## src/rtl/swt_pkg.sv

```systemverilog
package swt_pkg;
  localparam int DLY_W   = 5;
  localparam int PAT_LEN = 8;
  localparam int IDX_W   = $clog2(PAT_LEN);

  typedef enum logic [2:0] {
    S_IDLE, S_ZERO, S_PREP, S_REQ, S_WAIT, S_STEP, S_FIN, S_DONE
  } swt_state_e;

  typedef enum logic {
    PH_OPEN,
    PH_CLOSE
  } swt_phase_e;
endpackage

```

## src/rtl/swt_pattern_rom.sv

```systemverilog
module swt_pattern_rom #(
  parameter int IDX_W = 3
) (
  input  logic [IDX_W-1:0] idx,
  output logic [7:0]       pat_byte
);
  // idle-safe decode; first byte breaks the odd-byte rhythm
  always_comb begin
    case (idx)
      3'd0:    pat_byte = 8'hFE;
      3'd1:    pat_byte = 8'h11;
      3'd2:    pat_byte = 8'h33;
      3'd3:    pat_byte = 8'h55;
      3'd4:    pat_byte = 8'h77;
      3'd5:    pat_byte = 8'h99;
      3'd6:    pat_byte = 8'hBB;
      default: pat_byte = 8'hDD;
    endcase
  end
endmodule

```

## src/rtl/swt_rsp_timer.sv

```systemverilog
module swt_rsp_timer #(
  parameter int LIMIT = 16
) (
  input  logic clk,
  input  logic rst,
  input  logic clr,
  input  logic run,
  output logic expired
);
  localparam int CW = $clog2(LIMIT + 1);
  localparam logic [CW-1:0] LAST = CW'(LIMIT - 1);

  logic [CW-1:0] cnt;

  assign expired = run && (cnt == LAST);

  always_ff @(posedge clk) begin
    if (rst || clr) cnt <= '0;
    else if (run && !expired) cnt <= cnt + 1'b1;
  end
endmodule

```

## src/rtl/swt_delay_reg.sv

```systemverilog
module swt_delay_reg #(
  parameter int W = 5
) (
  input  logic         clk,
  input  logic         rst,
  input  logic         op_zero,
  input  logic         op_step,
  input  logic         op_centre,
  input  logic [W-1:0] win_lo,
  output logic [W-1:0] val,
  output logic         wr,
  output logic         at_max,
  output logic [W-1:0] centre
);
  logic [W-1:0] span;

  assign at_max = &val;
  assign span   = val - win_lo;
  assign centre = win_lo + (span >> 1);

  always_ff @(posedge clk) begin
    if (rst) begin
      val <= '0;
      wr  <= 1'b0;
    end else begin
      wr <= 1'b0;
      if (op_zero) begin
        val <= '0;
        wr  <= 1'b1;
      end else if (op_step && !at_max) begin
        val <= val + 1'b1;
        wr  <= 1'b1;
      end else if (op_centre) begin
        val <= centre;
        wr  <= 1'b1;
      end
    end
  end
endmodule

```

## src/rtl/strobe_window_trainer.sv

```systemverilog
module strobe_window_trainer
  import swt_pkg::*;
#(
  parameter int NUM_LANES   = 4,
  parameter int ADDR_W      = 8,
  parameter int RSP_TIMEOUT = 16,
  localparam int LANE_W     = (NUM_LANES > 1) ? $clog2(NUM_LANES) : 1
) (
  input  logic              clk,
  input  logic              rst,
  input  logic              start,
  input  logic [LANE_W-1:0] lane_sel,
  output logic              busy,
  output logic              done,
  output logic              result_err,
  output logic [DLY_W-1:0]  final_dly,
  output logic [LANE_W-1:0] dly_lane,
  output logic [DLY_W-1:0]  dly_val,
  output logic              dly_wr,
  output logic              fifo_rst,
  output logic              stat_clr,
  output logic              rd_req,
  output logic [ADDR_W-1:0] rd_addr,
  input  logic              rd_valid,
  input  logic [7:0]        rd_data,
  input  logic              rd_masked,
  input  logic              rd_dummy
);
  localparam logic [IDX_W-1:0] IDX_LAST = IDX_W'(PAT_LEN - 1);

  swt_state_e        st, st_n;
  swt_phase_e        ph;
  logic [IDX_W-1:0]  idx;
  logic [LANE_W-1:0] lane_q;
  logic [DLY_W-1:0]  lo_q;
  logic [DLY_W-1:0]  centre;
  logic [7:0]        exp_byte;
  logic              at_max, tmo;
  logic              rsp_got, rsp_bad, last_byte;
  logic [ADDR_W-1:0] addr_cur;

  swt_pattern_rom #(.IDX_W(IDX_W)) u_pat (
    .idx      (idx),
    .pat_byte (exp_byte)
  );

  swt_rsp_timer #(.LIMIT(RSP_TIMEOUT)) u_tmr (
    .clk     (clk),
    .rst     (rst),
    .clr     (st == S_REQ),
    .run     (st == S_WAIT),
    .expired (tmo)
  );

  swt_delay_reg #(.W(DLY_W)) u_dly (
    .clk       (clk),
    .rst       (rst),
    .op_zero   (st == S_ZERO),
    .op_step   (st == S_STEP),
    .op_centre (st == S_FIN),
    .win_lo    (lo_q),
    .val       (dly_val),
    .wr        (dly_wr),
    .at_max    (at_max),
    .centre    (centre)
  );

  assign rsp_got   = rd_valid || tmo;
  assign rsp_bad   = !rd_valid || (rd_data != exp_byte) || rd_masked || rd_dummy;
  assign last_byte = (idx == IDX_LAST);
  assign addr_cur  = ADDR_W'(lane_q) + ADDR_W'({idx, 2'b00});
  assign dly_lane  = lane_q;

  always_comb begin
    st_n = st;
    case (st)
      S_IDLE: if (start) st_n = S_ZERO;
      S_ZERO: st_n = S_PREP;
      S_PREP: st_n = S_REQ;
      S_REQ:  st_n = S_WAIT;
      S_WAIT: begin
        if (rsp_got) begin
          if (ph == PH_OPEN) st_n = rsp_bad ? S_STEP : S_PREP;
          else if (rsp_bad)  st_n = S_FIN;
          else               st_n = last_byte ? S_STEP : S_PREP;
        end
      end
      S_STEP: st_n = at_max ? S_DONE : S_PREP;
      S_FIN:  st_n = S_DONE;
      S_DONE: st_n = S_IDLE;
      default: st_n = S_IDLE;
    endcase
  end

  always_ff @(posedge clk) begin
    if (rst) begin
      st         <= S_IDLE;
      ph         <= PH_OPEN;
      idx        <= '0;
      lane_q     <= '0;
      lo_q       <= '0;
      busy       <= 1'b0;
      done       <= 1'b0;
      result_err <= 1'b0;
      final_dly  <= '0;
      fifo_rst   <= 1'b0;
      stat_clr   <= 1'b0;
      rd_req     <= 1'b0;
      rd_addr    <= '0;
    end else begin
      st       <= st_n;
      busy     <= (st_n != S_IDLE);
      done     <= (st_n == S_DONE);
      fifo_rst <= (st_n == S_PREP) || (st_n == S_FIN);
      stat_clr <= (st_n == S_PREP);
      rd_req   <= (st_n == S_REQ);
      if (st_n == S_REQ) rd_addr <= addr_cur;
      case (st)
        S_IDLE: if (start) begin
          lane_q <= lane_sel;
          ph     <= PH_OPEN;
          idx    <= '0;
        end
        S_WAIT: if (rsp_got && !rsp_bad) begin
          if (ph == PH_OPEN && last_byte) begin
            lo_q <= dly_val;
            ph   <= PH_CLOSE;
            idx  <= '0;
          end else if (!last_byte) begin
            idx <= idx + 1'b1;
          end
        end
        S_STEP: begin
          idx <= '0;
          if (at_max) begin
            result_err <= 1'b1;
            final_dly  <= dly_val;
          end
        end
        S_FIN: begin
          result_err <= 1'b0;
          final_dly  <= centre;
        end
        default: ;
      endcase
    end
  end
endmodule

```

## config.mk

```make
export PLATFORM = sky130hd
export DESIGN_NAME = strobe_window_trainer
export DESIGN_NICKNAME = d
export VERILOG_FILES = /design/src/rtl/swt_pkg.sv /design/src/rtl/swt_pattern_rom.sv /design/src/rtl/swt_rsp_timer.sv /design/src/rtl/swt_delay_reg.sv /design/src/rtl/strobe_window_trainer.sv
export SDC_FILE = /design/constraint.sdc
export NUM_CORES = 1
export LEC_CHECK = 0
export BUFFER_PORTS_ARGS = -buffer_cell sky130_fd_sc_hd__buf_2
export CAP_MARGIN = 20
export CORE_UTILIZATION = 55
export DETAILED_ROUTE_END_ITERATION = 8
export GPL_TIMING_DRIVEN = 0
export HOLD_SLACK_MARGIN = 0.15
export PLACE_DENSITY = 0.86
export SLEW_MARGIN = 30
export SYNTH_ARGS = -nofsm -noshare
export SYNTH_HDL_FRONTEND = slang
export SYNTH_HIERARCHICAL = 1
export SYNTH_SLANG_ARGS = --single-unit
```

## constraint.sdc

```tcl
create_clock -name clk -period 3 [get_ports clk]
set_clock_uncertainty 0.2 [all_clocks]
set_input_delay 0.75 -clock clk [delete_from_list [all_inputs] [get_ports clk]]
set_output_delay 0.75 -clock clk [all_outputs]
set_load 0.01 [all_outputs]
```

==> results of run 1 <==
==> layout make-up <==
cell class	count	area, sq um
Inverter	12	47.55
Timing Repair Buffer	39	195.2
Clock inverter	2	10.01
Multi-Input combinational cell	221	1588
Tap cell	52	65.06
Buffer	19	127.6
Clock buffer	6	72.57
Fill cell	382	1486
Sequential cell	41	822.0
==> state kept, by name (all words and copies together) (netlist names) <==
register	cells
final_dly	5
dly_lane	2
stat_clr	1
u_dly/val	5
rd_req	1
u_dly/wr	1
rd_addr	5
ph	1
result_err	1
busy	1
u_tmr/cnt	5
lo_q	5
st	3
idx	3
done	1
fifo_rst	1
==> synthesized netlist by cell type (5+ instances only) <==
master	instances	area share
a211oi_1	9	0.026
buf_4	10	0.029
xnor2_1	14	0.048
dfxtp_1	41	0.32
a21oi_1	15	0.029
nand2b_1	5	0.012
o21ai_0	6	0.012
nor2b_1	8	0.020
nor2_1	35	0.051
ha_1	18	0.088
nand3_1	6	0.012
mux2i_1	23	0.090
inv_1	11	0.016
nand2_1	21	0.031
==> tightest hold or removal path, delay by kind of cell, from the launching register on <==
| family | cells | cell delay [ns] |
|---|---|---|
| AND/OR/NAND/NOR | 1 | 0.05 |
| flip-flops | 1 | 0.31 |
| AO/OA/AOI/OAI | 1 | 0.05 |
==> metrics by stage <==
| stage | util | power [W] | worst slack [ns] | hold WS (ns) |
|---|---|---|---|---|
| after floorplan | - | 0.0006581 | 0.3624 | 0.2494 |
| after CTS | 0.6607 | 0.001040 | 0.03520 | 0.2635 |
| after global routing | 0.6633 | 0.001077 | 0.01771 | 0.2866 |
| final | 0.6633 | 0.001028 | 0.1693 | 0.2594 |
| after global placement | 0.6420 | 0.0006899 | 0.1650 | 0.2481 |
| after detailed placement | 0.6420 | 0.0006940 | 0.07332 | 0.2522 |
==> worst paths after layout <==
check	startpoint	end	slack (ns)	depth (start not counted)
max	u_dly/val[0]	final_dly[4]	0.17	9
min	result_err	result_err	0.26	2
max reg2reg	u_dly/val[0]	final_dly[4]	0.17	9
min reg2reg	result_err	result_err	0.26	2
==> per-layer routing <==
| metal | vias up | part of all wire | track usage |
|---|---|---|---|
| met2 | 42 | 0.49 | 0.3968 |
| met1 | 967 | 0.45 | 0.2697 |
| met5 | - | 0 | 0 |
| li1 | 1075 | - | - |
| met3 | 6 | 0.039 | 0.05339 |
| met4 | 0 | 0.017 | 0.07333 |
==> timing repair <==
item	4_1_cts	5_1_grt
endpoints found under the setup margin	0	2
resized for setup	0	3
hold buffers	0	0
==> kinds of logic (layout without fill, tap and decap cells) <==
logic type               count (synthesis)  in the layout  synth area share
XOR/XNOR                                18             18           0.06143
buffers and inverters                   31             78           0.06826
other                                    2              4          0.002926
AO/OA/AOI/OAI                           45             45            0.1126
multiplexers                            23             23           0.08971
AND/OR/NAND/NOR                        111            111            0.2418
adder cells (fa/ha/maj)                 20             20            0.1034
flip-flops                              41             41            0.3198
==> power by group <==
group	switching [W]	internal, W	total, W
sequential	0.00000771	0.000555	0.000562
combinational	0.0000660	0.0000545	0.000120
clock	0.000184	0.000161	0.000345
total	0.000258	0.000770	0.00103
==> metrics.txt, run 1 <==
# TYPE chip_impl_metric gauge
chip_impl_info{name="status",value="completed"} 1
chip_impl_metric{name="clock_latency",unit="ns"} 0.30
chip_impl_info{name="timing.critical_path.from_type",value="flop"} 1
chip_impl_metric{name="drt_iter0_markers",unit=""} 143
chip_impl_metric{name="final_routed_drc_violation_total",unit=""} 0
chip_impl_info{name="rsz0062_at_grt",value="false"} 1
chip_impl_metric{name="routedWlPerCell",unit="um"} 13.10
chip_impl_metric{name="grt_usage",unit=""} 0.2265
chip_impl_metric{name="final_layout_size_suffix_gt1_frac",unit=""} 0.2441
chip_impl_metric{name="synth_seq_cells",unit=""} 41
chip_impl_metric{name="detail_route.vias_per_cell",unit=""} 5.332
chip_impl_metric{name="summed_area_of_non_filler_cells_in_the_final_layout",unit="sq mm"} 0.002928
chip_impl_metric{name="vdd_ir_drop_max",unit="mV"} 0.2414
chip_impl_metric{name="core_area",unit="sq mm"} 0.004414
chip_impl_metric{name="die_w",unit="um"} 70.31
chip_impl_metric{name="post-place-cells",unit=""} 384
chip_impl_metric{name="clkSinkCount",unit=""} 41
chip_impl_metric{name="grt-ovfl-total",unit=""} 0
chip_impl_metric{name="timing.final.crit_period",unit="ns"} 2.831
chip_impl_info{name="crit_type",value="reg -> reg"} 1
chip_impl_metric{name="synthToLayoutAreaGrowth",unit="%"} 14.09
chip_impl_metric{name="post_synth_inst_count",unit=""} 291
chip_impl_metric{name="place.port_buffers",unit=""} 39
chip_impl_info{name="tritoncts",value="yes"} 1
chip_impl_info{name="path_cells",value="nand2b_1 -> fa_1 -> ha_1 -> fa_1 -> a21o_1 -> a21oi_2 -> xnor2_1 -> nor2_1 -> a211oi_1"} 1
chip_impl_metric{name="first_pass_grt_wire_length",unit="um"} 8901
chip_impl_info{name="critical_path.slowest_cell",value="dfxtp_2"} 1
chip_impl_metric{name="netlist_area",unit="sq mm"} 0.002566
chip_impl_info{name="worstSetupEndpointType",value="flop"} 1
chip_impl_metric{name="first_pass_iters",unit=""} 4
chip_impl_metric{name="cellPowerDensity",unit="mW/mm^2"} 351.2
chip_impl_metric{name="max_clock_freq",unit="MHz"} 353.3
chip_impl_metric{name="fp.dieH",unit="um"} 70.31
chip_impl_metric{name="setup_violations",unit=""} 0
chip_impl_info{name="layout_commonest_cell",value="buf_2"} 1
chip_impl_metric{name="post-dp-hpwl",unit="um"} 3910
chip_impl_metric{name="diodes",unit=""} 0
chip_impl_metric{name="postCtsSetupBuffers",unit=""} 0
chip_impl_metric{name="fp.dieArea",unit="sq mm"} 0.004943
chip_impl_metric{name="min_period_over_period",unit=""} 0.9436
chip_impl_metric{name="via_count_of_the_first_global_routing_pass",unit=""} 2021
chip_impl_metric{name="worst_setup_hold_path_clk_slew",unit="ns"} 0.08
chip_impl_metric{name="slew_viol_final",unit=""} 0
chip_impl_metric{name="synth_async_sr_flop_share",unit=""} 0
chip_impl_metric{name="tritoncts.num_buffers",unit=""} 5
chip_impl_info{name="path_delay_family",value="adder cells"} 1
chip_impl_metric{name="fin_cells",unit=""} 392
chip_impl_metric{name="hold_viol",unit=""} 0
chip_impl_metric{name="place_congestion",unit=""} 0.8692
chip_impl_metric{name="critical_path_arrival",unit="ns"} 2.84
chip_impl_metric{name="crit_buf_inv",unit=""} 0
chip_impl_metric{name="layout.nets",unit=""} 375
chip_impl_metric{name="crit_fanout",unit=""} 8
chip_impl_metric{name="total_of_max_cap_violations",unit=""} 0
chip_impl_metric{name="grt_max_degree",unit=""} 13
chip_impl_metric{name="max_slew.worst_pin.slew",unit="ns"} 0.5615
chip_impl_metric{name="cts.htree.levels",unit=""} 2
chip_impl_metric{name="leakagePower",unit="nW"} 1.386
chip_impl_metric{name="top_level_ports",unit=""} 43
chip_impl_metric{name="antenna_violating_nets_post_route",unit=""} 0
chip_impl_metric{name="initial_core_util",unit=""} 0.5813
chip_impl_metric{name="placementRows",unit=""} 24
chip_impl_metric{name="cell_area_placed",unit="sq mm"} 0.002834
chip_impl_metric{name="ctsLongestPathBuffers",unit=""} 2
chip_impl_metric{name="synth-edff-count",unit=""} 0
chip_impl_metric{name="totalWireLength",unit="um"} 5135
chip_impl_metric{name="worst_slew_margin_rel",unit=""} 0.6229
chip_impl_metric{name="via_count",unit=""} 2090
chip_impl_info{name="path_common_cell",value="fa_1"} 1
chip_impl_metric{name="critPathMaxStageDelay",unit="ns"} 0.43
chip_impl_metric{name="synthesis.area_per_instance",unit="sq um"} 8.819
chip_impl_info{name="most-common-layout-cells",value="buf_2 (42), dfxtp_1 (40), nor2_1 (35)"} 1
chip_impl_info{name="cts.root.buffer_cell",value="clkbuf_8"} 1
chip_impl_metric{name="synth-warning-count",unit=""} 6
chip_impl_metric{name="setup_total_negative_slack",unit="ns"} 0
chip_impl_metric{name="antenna_found_initial",unit=""} 0
chip_impl_info{name="worst_hold_path_type",value="reg -> reg"} 1
chip_impl_info{name="synth_top_flop_cell",value="dfxtp_1"} 1
chip_impl_metric{name="ys_seq_area_frac",unit=""} 0.3198
chip_impl_metric{name="synth.lib_cells_used.distinct",unit=""} 55
chip_impl_metric{name="critPathRequiredTime",unit="ns"} 3.01
Note: power is estimated with default switching activity, not from simulation.
==> inputs of run 2 (changes only) <==
- GPL_TIMING_DRIVEN: 0 -> not set
- PLACE_DENSITY: 0.86 -> 0.78
==> run 2 against run 1 <==
  * Non-clock buffer count fell by 14
  * Die area did not move
  * Routed wire length fell by 3.4%
  * Critical path type unchanged
  * Critical endpoint unchanged
  * Largest power group unchanged
  * Highest routed layer unchanged
==> metrics.txt, run 2 (synthesis results as in run 1) <==
# TYPE chip_impl_metric gauge
chip_impl_info{name="status",value="completed"} 1
chip_impl_info{name="cts.root.buffer_cell",value="clkbuf_8"} 1
chip_impl_metric{name="detail_route.vias_per_cell",unit=""} 5.496
chip_impl_info{name="path_cells",value="nand2b_1 -> fa_1 -> ha_1 -> fa_1 -> a21o_1 -> a21oi_2 -> xnor2_1 -> nor2_1 -> a211oi_1"} 1
chip_impl_info{name="path_common_cell",value="fa_1"} 1
chip_impl_metric{name="tritoncts.num_buffers",unit=""} 5
chip_impl_metric{name="post-place-cells",unit=""} 370
chip_impl_metric{name="setup_violations",unit=""} 0
chip_impl_metric{name="ctsLongestPathBuffers",unit=""} 2
chip_impl_metric{name="max_slew.worst_pin.slew",unit="ns"} 0.6666
chip_impl_metric{name="min_period_over_period",unit=""} 0.9280
chip_impl_info{name="timing.critical_path.from_type",value="flop"} 1
chip_impl_metric{name="layout.nets",unit=""} 361
chip_impl_metric{name="setup.reg_to_reg.worst_slack",unit="ns"} 0.22
chip_impl_metric{name="final_routed_drc_violation_total",unit=""} 0
chip_impl_metric{name="place.port_buffers",unit=""} 39
chip_impl_metric{name="place_congestion",unit=""} 0.8648
chip_impl_metric{name="via_count_of_the_first_global_routing_pass",unit=""} 1917
chip_impl_metric{name="clkSinkCount",unit=""} 41
chip_impl_metric{name="crit_buf_inv",unit=""} 0
chip_impl_metric{name="critPathMaxStageDelay",unit="ns"} 0.46
chip_impl_info{name="layout_commonest_cell",value="dfxtp_1"} 1
chip_impl_info{name="rsz0062_at_grt",value="false"} 1
chip_impl_metric{name="setup_total_negative_slack",unit="ns"} 0
chip_impl_metric{name="postCtsSetupBuffers",unit=""} 0
chip_impl_metric{name="slew_viol_final",unit=""} 0
chip_impl_metric{name="leakagePower",unit="nW"} 1.321
chip_impl_metric{name="grt_max_degree",unit=""} 26
chip_impl_metric{name="initial_core_util",unit=""} 0.5813
chip_impl_metric{name="max_clock_freq",unit="MHz"} 359.2
chip_impl_metric{name="antenna_found_initial",unit=""} 0
chip_impl_metric{name="fp.dieArea",unit="sq mm"} 0.004943
chip_impl_metric{name="critical_path_arrival",unit="ns"} 2.80
chip_impl_metric{name="vdd_ir_drop_max",unit="mV"} 0.3287
chip_impl_metric{name="holdBufCountCts",unit=""} 0
chip_impl_metric{name="top_level_ports",unit=""} 43
chip_impl_metric{name="post-dp-hpwl",unit="um"} 3705
chip_impl_metric{name="timing.final.crit_period",unit="ns"} 2.784
chip_impl_metric{name="post_cts_resized",unit=""} 0
chip_impl_metric{name="worst_slew_margin_rel",unit=""} 0.5547
chip_impl_metric{name="final_layout_size_suffix_gt1_frac",unit=""} 0.2154
chip_impl_metric{name="total_of_max_cap_violations",unit=""} 0
chip_impl_metric{name="worst_setup_hold_path_clk_slew",unit="ns"} 0.08
chip_impl_metric{name="fp.dieH",unit="um"} 70.31
chip_impl_metric{name="die_w",unit="um"} 70.31
chip_impl_metric{name="antenna_violating_nets_post_route",unit=""} 0
chip_impl_info{name="path_delay_family",value="adder cells"} 1
chip_impl_metric{name="hold_viol",unit=""} 0
chip_impl_metric{name="placementRows",unit=""} 24
chip_impl_metric{name="first_pass_iters",unit=""} 4
chip_impl_metric{name="critPathRequiredTime",unit="ns"} 3.01
chip_impl_metric{name="cellPowerDensity",unit="mW/mm^2"} 364.2
chip_impl_metric{name="diodes",unit=""} 0
chip_impl_metric{name="synthToLayoutAreaGrowth",unit="%"} 10.29
chip_impl_metric{name="hold-worst-slack",unit="ns"} 0.2557
chip_impl_info{name="most-common-layout-cells",value="dfxtp_1 (41), buf_2 (39), nor2_1 (35)"} 1
chip_impl_metric{name="routedWlPerCell",unit="um"} 13.16
chip_impl_metric{name="totalWireLength",unit="um"} 4961
chip_impl_metric{name="fin_cells",unit=""} 377
chip_impl_info{name="worst_hold_path_type",value="reg -> reg"} 1
chip_impl_metric{name="grt_usage",unit=""} 0.2086
chip_impl_metric{name="cts.htree.levels",unit=""} 2
chip_impl_metric{name="grt-ovfl-total",unit=""} 0
chip_impl_info{name="tritoncts",value="yes"} 1
chip_impl_info{name="crit_type",value="reg -> reg"} 1
chip_impl_metric{name="clock_latency",unit="ns"} 0.29
chip_impl_metric{name="via_count",unit=""} 2072
chip_impl_metric{name="first_pass_grt_wire_length",unit="um"} 8148
chip_impl_metric{name="core_area",unit="sq mm"} 0.004414
chip_impl_info{name="critical_path.slowest_cell",value="dfxtp_1"} 1
chip_impl_info{name="worstSetupEndpointType",value="flop"} 1
chip_impl_metric{name="crit_fanout",unit=""} 8
chip_impl_metric{name="drt_iter0_markers",unit=""} 120
run 2: where the power goes:
group | leakage (nW) | internal (W) | switching, W
clock network | 0.0443 | 0.000183 | 0.000179
logic | 0.945 | 0.0000449 | 0.0000552
registers | 0.331 | 0.000555 | 0.0000145
run 2: layout make-up:
class,count,area [sq um]
Clock buffer,7,86.33
Fill cell,373,1584
Inverter,12,47.55
Multi-Input combinational cell,221,1578
Sequential cell,41,820.8
Tap cell,52,65.06
Timing Repair Buffer,44,232.7
run 2: worst reg2reg max path, cell delays in order (launching register included):
cell and delay [ns]:
dfxtp_1 0.46, nand2b_1 0.19, fa_1 0.43, ha_1 0.22, fa_1 0.41, a21o_1 0.21, a21oi_2 0.18, xnor2_1 0.15
nor2_1 0.07, a211oi_1 0.20
run 2: path summary, 6_finish.rpt:
check | startpoint | to | cells after the start
setup reg to reg | u_dly/val[0] | final_dly[4] | 9
setup / recovery | u_dly/val[0] | final_dly[4] | 9
hold / removal | result_err | result_err | 2
hold reg to reg | result_err | result_err | 2
run 2: per-layer routing:
layer / global-route usage / wire length [um] / up-vias
met5: 0 / 0 / -
met4: 0.08222 / 61 / 0
met3: 0.04906 / 239 / 4
met2: 0.3693 / 2496 / 52
met1: 0.2394 / 2163 / 970
li1: - / - / 1046
run 2: per-stage QoR:
stage | worst slack (ns) | cell area, sq um | power (W) | utilization
after floorplan | 0.3624 | 2574 | 0.0006581 | -
after global placement | 0.3352 | 2744 | 0.0006790 | 0.6216
after detailed placement | 0.2065 | 2744 | 0.0006818 | 0.6216
after CTS | 0.2022 | 2830 | 0.001044 | 0.6412
after global routing | 0.09722 | 2830 | 0.001076 | 0.6412
final | 0.2160 | 2830 | 0.001031 | 0.6412
